<file path="config.mk">
export PLATFORM = sky130hd
export DESIGN_NAME = baud_word_calc
export DESIGN_NICKNAME = d
export VERILOG_FILES = /design/src/rtl/baudcalc_pkg.sv /design/src/rtl/baudcalc_divider.sv /design/src/rtl/baudcalc_ctrl.sv /design/src/rtl/baudcalc_dpath.sv /design/src/rtl/baud_word_calc.sv
export SDC_FILE = /design/constraint.sdc
export NUM_CORES = 1
export LEC_CHECK = 0
export CAP_MARGIN = 40
export CORE_UTILIZATION = 50
export DETAILED_ROUTE_END_ITERATION = 10
export GPL_TIMING_DRIVEN = 0
export PLACE_DENSITY = 0.79
export SKIP_LAST_GASP = 1
export SLEW_MARGIN = 20
export SYNTH_ARGS = -nofsm -noshare
export SYNTH_HDL_FRONTEND = slang
export SYNTH_HIERARCHICAL = 1
export SYNTH_SLANG_ARGS = --single-unit
</file>
<file path="constraint.sdc">
create_clock -name clk -period 5 [get_ports clk]
set_clock_uncertainty 0.05 [all_clocks]
set_input_delay 0.75 -clock clk [delete_from_list [all_inputs] [get_ports clk]]
set_output_delay 0.75 -clock clk [all_outputs]
set_load 0.1 [all_outputs]
</file>
<file path="src/rtl/baudcalc_pkg.sv">
package baudcalc_pkg;

  typedef enum logic [2:0] {
    ST_IDLE,
    ST_GCD_LOOP,
    ST_DIV_FREQ,
    ST_DIV_LIMIT,
    ST_DONE
  } calcState_t;

  // which operand pair feeds the shared divider
  typedef enum logic [1:0] {
    OPS_GCD,
    OPS_FREQ,
    OPS_LIMIT
  } opSel_t;

  typedef struct packed {
    logic   captureIn; // latch clock and tick rate, seed Euclid registers
    logic   divGo;     // launch the divider on the selected operands
    opSel_t opSel;
    logic   gcdStep;   // a <= b, b <= a mod b
    logic   saveInc;   // keep reduced tick rate
    logic   commit;    // publish results (or zeros on overflow)
    logic   rejectIn;  // commit because the inputs were unusable
  } ctrlStrobe_t;

endpackage

</file>
<file path="src/rtl/baudcalc_divider.sv">
module baudcalc_divider #(
  parameter int W = 32
) (
  input  logic         clk,
  input  logic         rstN,
  input  logic         go,
  input  logic [W-1:0] dividend,
  input  logic [W-1:0] divisor,
  output logic [W-1:0] quotient,
  output logic [W-1:0] remainder,
  output logic         fin
);
  localparam int CW = $clog2(W + 1);

  logic [W-1:0]  remR, quoR, dvsR;
  logic [CW-1:0] stepCnt;
  logic          running;
  logic [W:0]    shifted, diff;

  always_comb begin
    shifted = {remR, quoR[W-1]};
    diff    = shifted - {1'b0, dvsR};
  end

  always_ff @(posedge clk or negedge rstN) begin
    if (!rstN) begin
      remR    <= '0;
      quoR    <= '0;
      dvsR    <= '0;
      stepCnt <= '0;
      running <= 1'b0;
      fin     <= 1'b0;
    end else begin
      fin <= 1'b0;
      if (go) begin
        remR    <= '0;
        quoR    <= dividend;
        dvsR    <= divisor;
        stepCnt <= CW'(W);
        running <= 1'b1;
      end else if (running) begin
        if (!diff[W]) begin
          remR <= diff[W-1:0];
          quoR <= {quoR[W-2:0], 1'b1};
        end else begin
          remR <= shifted[W-1:0];
          quoR <= {quoR[W-2:0], 1'b0};
        end
        stepCnt <= stepCnt - 1'b1;
        if (stepCnt == CW'(1)) begin
          running <= 1'b0;
          fin     <= 1'b1;
        end
      end
    end
  end

  assign quotient  = quoR;
  assign remainder = remR;
endmodule

</file>
<file path="src/rtl/baudcalc_ctrl.sv">
module baudcalc_ctrl
  import baudcalc_pkg::*;
(
  input  logic        clk,
  input  logic        rstN,
  input  logic        start,
  input  logic        inputsBad,
  input  logic        bZero,
  input  logic        divDone,
  output ctrlStrobe_t strb,
  output logic        busy,
  output logic        done
);
  calcState_t state, nextState;
  logic       launched;

  always_comb begin
    strb      = '0;
    nextState = state;
    unique case (state)
      ST_IDLE: begin
        if (start) begin
          if (inputsBad) begin
            strb.commit   = 1'b1;
            strb.rejectIn = 1'b1;
            nextState     = ST_DONE;
          end else begin
            strb.captureIn = 1'b1;
            nextState      = ST_GCD_LOOP;
          end
        end
      end
      ST_GCD_LOOP: begin
        strb.opSel = OPS_GCD;
        if (!launched) begin
          if (bZero) nextState = ST_DIV_FREQ;
          else       strb.divGo = 1'b1;
        end else if (divDone) begin
          strb.gcdStep = 1'b1;
        end
      end
      ST_DIV_FREQ: begin
        strb.opSel = OPS_FREQ;
        if (!launched) begin
          strb.divGo = 1'b1;
        end else if (divDone) begin
          strb.saveInc = 1'b1;
          nextState    = ST_DIV_LIMIT;
        end
      end
      ST_DIV_LIMIT: begin
        strb.opSel = OPS_LIMIT;
        if (!launched) begin
          strb.divGo = 1'b1;
        end else if (divDone) begin
          strb.commit = 1'b1;
          nextState   = ST_DONE;
        end
      end
      ST_DONE: nextState = ST_IDLE;
      default: nextState = ST_IDLE;
    endcase
  end

  always_ff @(posedge clk or negedge rstN) begin
    if (!rstN) begin
      state    <= ST_IDLE;
      launched <= 1'b0;
    end else begin
      state <= nextState;
      if (strb.divGo)   launched <= 1'b1;
      else if (divDone) launched <= 1'b0;
    end
  end

  assign busy = (state != ST_IDLE);
  assign done = (state == ST_DONE);
endmodule

</file>
<file path="src/rtl/baudcalc_dpath.sv">
module baudcalc_dpath
  import baudcalc_pkg::*;
#(
  parameter int CLK_W    = 32,
  parameter int BAUD_W   = 20,
  parameter int INC_W    = 12,
  parameter int LIM_W    = 16,
  parameter int OVS_LOG2 = 4
) (
  input  logic              clk,
  input  logic              rstN,
  input  ctrlStrobe_t       strb,
  input  logic [CLK_W-1:0]  clkFreq,
  input  logic [BAUD_W-1:0] baudRate,
  output logic              inputsBad,
  output logic              bZero,
  output logic              divDone,
  output logic [INC_W-1:0]  incWord,
  output logic [LIM_W-1:0]  limitWord,
  output logic              overflow
);
  localparam int TICK_W = BAUD_W + OVS_LOG2;
  localparam int DW     = (CLK_W > TICK_W) ? CLK_W : TICK_W;

  logic [DW-1:0] clkExt, tickExt;
  logic [DW-1:0] clkHold, tickHold, aReg, bReg, incReg;
  logic [DW-1:0] opDividend, opDivisor, divQuo, divRem, limFull;
  logic          incOver, limOver;

  always_comb begin
    clkExt    = DW'(clkFreq);
    tickExt   = DW'(baudRate) << OVS_LOG2;
    inputsBad = (clkFreq == '0) || (baudRate == '0) || (tickExt > clkExt);
    bZero     = (bReg == '0);
  end

  always_comb begin
    unique case (strb.opSel)
      OPS_FREQ:  begin opDividend = tickHold; opDivisor = aReg; end
      OPS_LIMIT: begin opDividend = clkHold;  opDivisor = aReg; end
      default:   begin opDividend = aReg;     opDivisor = bReg; end
    endcase
  end

  baudcalc_divider #(.W(DW)) u_div (
    .clk      (clk),
    .rstN     (rstN),
    .go       (strb.divGo),
    .dividend (opDividend),
    .divisor  (opDivisor),
    .quotient (divQuo),
    .remainder(divRem),
    .fin      (divDone)
  );

  always_comb begin
    limFull = divQuo - incReg;
    incOver = |incReg[DW-1:INC_W];
    limOver = |limFull[DW-1:LIM_W];
  end

  always_ff @(posedge clk or negedge rstN) begin
    if (!rstN) begin
      clkHold  <= '0;
      tickHold <= '0;
      aReg     <= '0;
      bReg     <= '0;
      incReg   <= '0;
    end else begin
      if (strb.captureIn) begin
        clkHold  <= clkExt;
        tickHold <= tickExt;
        aReg     <= clkExt;
        bReg     <= tickExt;
      end else if (strb.gcdStep) begin
        aReg <= bReg;
        bReg <= divRem;
      end
      if (strb.saveInc) incReg <= divQuo;
    end
  end

  always_ff @(posedge clk or negedge rstN) begin
    if (!rstN) begin
      incWord   <= '0;
      limitWord <= '0;
      overflow  <= 1'b0;
    end else if (strb.commit) begin
      if (strb.rejectIn || incOver || limOver) begin
        incWord   <= '0;
        limitWord <= '0;
        overflow  <= 1'b1;
      end else begin
        incWord   <= incReg[INC_W-1:0];
        limitWord <= limFull[LIM_W-1:0];
        overflow  <= 1'b0;
      end
    end
  end
endmodule

</file>
<file path="src/rtl/baud_word_calc.sv">
module baud_word_calc
  import baudcalc_pkg::*;
#(
  parameter int CLK_W    = 32,
  parameter int BAUD_W   = 20,
  parameter int INC_W    = 12,
  parameter int LIM_W    = 16,
  parameter int OVS_LOG2 = 4
) (
  input  logic              clk,
  input  logic              rstN,
  input  logic              start,
  input  logic [CLK_W-1:0]  clkFreq,
  input  logic [BAUD_W-1:0] baudRate,
  output logic              busy,
  output logic              done,
  output logic              overflow,
  output logic [INC_W-1:0]  incWord,
  output logic [LIM_W-1:0]  limitWord
);
  ctrlStrobe_t strb;
  logic        inputsBad, bZero, divDone;

  baudcalc_ctrl u_ctrl (
    .clk      (clk),
    .rstN     (rstN),
    .start    (start),
    .inputsBad(inputsBad),
    .bZero    (bZero),
    .divDone  (divDone),
    .strb     (strb),
    .busy     (busy),
    .done     (done)
  );

  baudcalc_dpath #(
    .CLK_W   (CLK_W),
    .BAUD_W  (BAUD_W),
    .INC_W   (INC_W),
    .LIM_W   (LIM_W),
    .OVS_LOG2(OVS_LOG2)
  ) u_dpath (
    .clk      (clk),
    .rstN     (rstN),
    .strb     (strb),
    .clkFreq  (clkFreq),
    .baudRate (baudRate),
    .inputsBad(inputsBad),
    .bZero    (bZero),
    .divDone  (divDone),
    .incWord  (incWord),
    .limitWord(limitWord),
    .overflow (overflow)
  );
endmodule

</file>
**Word-level counts from Yosys, hierarchy flattened**

Cells that the tools add are included.

- Flip-flop bits (word level): 285
- Output and inout bits: 31
- Logic and storage cells: 99
- Input bits: 55

- Order comparisons: 1
- Equality and inequality tests: 14
- Muxes and demuxes: 49
- Reductions and logical operators: 16
- $add $sub $neg: 3

Operators by type and width:

| cell | count |
|---|---|
| two-way mux 32 bit | 10 |
| zero test 32 bit | 2 |
| one-hot mux 32 bit (2 select lines) | 1 |
| subtractor 33 x 32 -> 33 bit | 1 |
| greater-than comparator 24 x 32 -> 1 bit | 1 |
| subtractor 32 bit | 1 |
| two-way mux 3 bit | 8 |
| two-way mux 1 bit | 21 |
| zero test 20 bit | 1 |
| OR reduction 20 bit | 1 |
| two-way mux 16 bit | 1 |
| OR reduction 16 bit | 1 |
| two-way mux 12 bit | 1 |
| two-way mux 6 bit | 2 |
| one-hot mux 3 bit (4 select lines) | 1 |
| one-hot mux 3 bit (3 select lines) | 1 |
| inequality test 2 x 1 -> 1 bit, second input constant | 4 |
| AND reduction 7 bit | 1 |
| == test 3 x 2 -> 1 bit, second input constant | 2 |
| == test 6 x 1 -> 1 bit, second input constant | 1 |
| inequality test 2 bit, second input constant | 3 |
| nonzero test 2 bit | 3 |
| subtractor 6 x 1 -> 6 bit, second input constant | 1 |
| logical OR 1 bit | 4 |
| 9 further kinds | 10 |

**Logic depth before layout (Yosys ltp)**

- Depth in word-level cells: 9
- Depth in mapped cells: 23
- Depth with buffers taken out: 21

**Cells and area by module**

The synthesis kept the hierarchy.

Modules (own cells, without submodules):

| module | sequential area each (µm²) | cells an instance | instances | area each (µm²) |
|---|---|---|---|---|
| baudcalc_dpath | 4429.2 | 1155 | 1 | 10472.5 |
| baudcalc_divider | 2602.5 | 696 | 1 | 6341.1 |
| baudcalc_ctrl | 100.1 | 36 | 1 | 299.0 |

**Least setup slack after synthesis**

Ideal clock, no wire load.

- Path kind: input to register
- From: in clkFreq[15]
- To: reg u_dpath.overflow
- Stages on the path: 22
- Arrival: 4.344 ns
- Slack: 0.485 ns
- Required time: 4.829 ns
- Setup time: 0.121 ns
- Buffers on the path: 2
- Cells stage by stage: inv_1 ha_1 nand4_1 or2_2 o221ai_1 a221oi_1 o21ai_0 o41a_1 a31oi_1 o22ai_1 nand3_1 a21oi_1 nor4b_1 and4_1 nand4_1 nor4b_1 nand4b_1 a2111oi_2 nand3_1 buf_4 buf_6 o21a_1

RTL lines:

| element | RTL line | text |
|---|---|---|
| start, declared | baud_word_calc.sv:13 | `input logic [CLK_W-1:0] clkFreq,` |
| end signal, assigned | baudcalc_dpath.sv:87 | `overflow <= 1'b0;` |
| end signal, assigned | baudcalc_dpath.sv:92 | `overflow <= 1'b1;` |
| end signal, assigned | baudcalc_dpath.sv:96 | `overflow <= 1'b0;` |
| end, declared | baudcalc_dpath.sv:20 | `output logic overflow` |

==> results.md <==
- Status: finished, final reports clean
- Max VDD drop: 0.484 mV
- Period utilization: 0.974
- Synth cell types: 78
- CP endpoint kind: flop
- Die width: 187 um
- Async set or reset register ratio after synthesis: 1.00
- Die Y: 187 um
- Seq/Total Area, Yosys: 0.417
- Router iterations before antenna repair: 5
- Drt total wl: 50.4 mm
- Critical Path Fanout Max: 10
- Fill count: 2800
- Clock slew at reported path FFs: 0.06 ns
- Routed length per placed instance: 20.0 um
- Syn Nets: 2032
- Syn Area/Cell: 9.07 um2
- CP Data Arrival Time: 5.27 ns
- Area delta synth->final: 18.6%
- First-pass GRT wire length: 80.3 mm
- Synthesized area: 0.0171 mm2
- Top-count cell post-synth: dfrtp_1
- Placed Area: 0.0190 mm2
- Final antenna-violating net count: 0
- Pwr per Cell Area: 676 mW/mm2
- Later-pin clock latency in the skew report: 0.57 ns
- Core Rows: 67
- Antenna violations before repair: 0
- Total die area: 0.0350 mm2
- Worst Tran Pin Value: 0.830 ns
- DRC: 0
- YS warnings: 6
- Synth Flop Type: dfrtp_1
- Layout cells sized above 1: 0.0884
- Initial drt markers: 1251
- Cells after Synth: 1887
- Area leader, netlist: dfrtp_1
- Core Area: 0.0336 mm2
- Starting Density: 0.509
- Placed Cells: 2453
- CP startpoint kind: input port
- Rel. slew slack: 0.447
- Fmax achieved: 0.205 GHz
- Hold Crit Class: in2async
- #FFs+latches synth: 285
- Max-cap violation count: 0
- Port Buffers: 85
- CTS buffer count: 30
- Synth top area cells: dfrtp_1 (42%), mux2i_1 (7.4%), o21ai_0 (7.3%), ha_1 (6.4%), nand2_1 (4.9%)
- Overall routing resource usage: 0.286
- Crit path kind: in2reg
- H-tree Lvls: 1
- Vias: 15100
- Finished Layout Cells: 2518
- Number of global-route vias before repair: 15100
- RePlAce Congestion: 0.974
- Worst EP required: 5.40 ns
- Cts hold-fix bufs: 0
- Max-slew violation count: 0
- P_leak: 9.05 nW
- Largest net degree at the start of global routing: 104
- # setup viols final: 0
- Synth top area share: 0.417
- Post-detail-place hpwl: 38.6 mm
- Vias per cell: 6.01
- WHS: 0.135 ns
- Crit path time final: 4.87 ns
- CTS tree: done
- Clock Tree Buf Depth: 3
- Post-synth EDFFs: 0
- CTS Sinks: 285
- Root buf cell: clkbuf_16
- Remaining Overflow, GRT: 0
- Post-route cell area: 0.0203 mm2
- Top post-synthesis cells by count: dfrtp_1 (285), o21ai_0 (250), nand2_1 (223), inv_1 (184), mux2i_1 (126)
- Final hold viol count: 0
- Fin nets: 2190
- I/O pin count: 86
## metrics by stage
step / setup slack [ns] / util / power [W] / setup TNS [ns]
after floorplan: 0.485 / - / 0.00937 / 0
after global placement: -8.79 / 0.551 / 0.0110 / -2543.37
after detailed placement: -1.71 / 0.567 / 0.0112 / -51.09
after CTS: 0.0612 / 0.600 / 0.0136 / 0
after global routing: -0.00454 / 0.604 / 0.0147 / -0.0104
final: 0.132 / 0.604 / 0.0137 / 0
## cell families (layout without fill, tap and decap cells)
kind of cell               after synthesis  after routing  share of synthesized area
adders and majority gates               90             90                     0.0667
other                                    0              1                          0
muxes                                  162            162                     0.0974
AOI/OAI and AO/OA                      560            560                      0.203
and+or+nand+nor                        456            456                      0.125
buffers and inverters                  286            468                     0.0651
DFF                                    285            285                      0.417
xor gates and xnor gates                48             48                     0.0257
## cells in the final DEF, fill, tap and decap left out, drive strengths merged, types with 9 or more instances in the layout
cell	count
ha	88
a22oi	21
nor2b	12
a21o	38
nor3	15
nand2b	14
clkdlybuf4s50	63
buf	66
xor2	21
nand3	16
o22ai	32
and2	12
nand4	13
a22o	11
nand2	223
a211oi	37
xnor2	27
nor2	82
mux2i	126
mux2	36
clkbuf	121
dlymetal6s2s	12
a21oi	81
a31oi	10
o21a	11
o21ai	255
and3	9
nor4	25
inv	187
dfrtp	285
## final cells by class
type / instances / area (um2) / share of cell area
timing repair buffer: 126 / 1450 / 0.0716
clock inverter: 12 / 120 / 0.00592
tap: 448 / 561 / 0.0276
buffer: 100 / 429 / 0.0211
inverter: 186 / 698 / 0.0344
multi-input combinational: 1316 / 9010 / 0.444
sequential: 285 / 7130 / 0.351
antenna: 1 / 2.50 / 0.000123
clock buffer: 44 / 885 / 0.0436
## layer usage
layer / track usage / routed length (um) / vias up
met2: 0.490 / 24400 / 605
met3: 0.0265 / 2780 / 142
li1: - / - / 6977
met5: 0 / 0 / -
met4: 0.129 / 2380 / 0
met1: 0.369 / 20900 / 7402
## sequential cells by signal, indices dropped and copies added, names as in the netlist, 12 cells and up
name,cells
u_dpath/u_div/dvsR,32
u_dpath/u_div/remainder,32
u_dpath/clkHold,32
u_dpath/u_div/quotient,32
u_dpath/bReg,32
u_dpath/incReg,32
u_dpath/tickHold,20
u_dpath/aReg,32
u_dpath/incWord,12
u_dpath/limitWord,16
## power breakdown
group          internal [W]  leakage, nW  switching (W)  total, W
Sequential          0.00318         3.65       0.000820   0.00400
Combinational       0.00317         4.89        0.00428   0.00745
Clock               0.00133        0.498       0.000938   0.00226
## worst paths after layout
kind | from | to | slack [ns] | cells after the start
max | clkFreq[15] | u_dpath/overflow$_DFFE_PN0P_ | 0.13 | 24
min | rstN | u_dpath/incWord[9]$_DFFE_PN0P_ | 0.13 | 1
max reg2reg | u_dpath/u_div/quotient[31]$_DFFE_PN0P_ | u_dpath/u_div/remainder[2]$_DFFE_PN0P_ | 0.61 | 14
min reg2reg | u_dpath/incReg[8]$_DFFE_PN0P_ | u_dpath/incWord[8]$_DFFE_PN0P_ | 0.48 | 2
max in group asynchronous | rstN | u_dpath/bReg[28]$_DFFE_PN0P_ | 3.78 | 2
min in group clk | clkFreq[5] | u_dpath/clkHold[5]$_DFFE_PN0P_ | 0.45 | 3
## worst max-delay path: stages
cell,delay (ns)
dlygate4sd2_1,0.32
inv_1,0.09
ha_1,0.33
nand4_1,0.11
or2_4,0.27
o221ai_4,0.24
a221oi_2,0.10
o21ai_1,0.15
o41a_1,0.16
a31oi_1,0.05
o22ai_2,0.23
buf_4,0.19
nand3_4,0.09
a21oi_4,0.19
nor4b_4,0.21
and4_1,0.26
nand4_1,0.13
nor4b_2,0.30
nand4b_1,0.16
a2111oi_2,0.29
nand3_1,0.20
buf_6,0.19
buf_12,0.14
o21a_1,0.11
## timing repair
action                                  in CTS  in global routing
resized for setup                           25                 27
endpoints found under the hold margin        0                  0
pin swaps                                   11                 20
setup buffers                                4                  4
cloned                                       0                  0
endpoints found under the setup margin      29                 29
(Power assumes the default switching activity.)
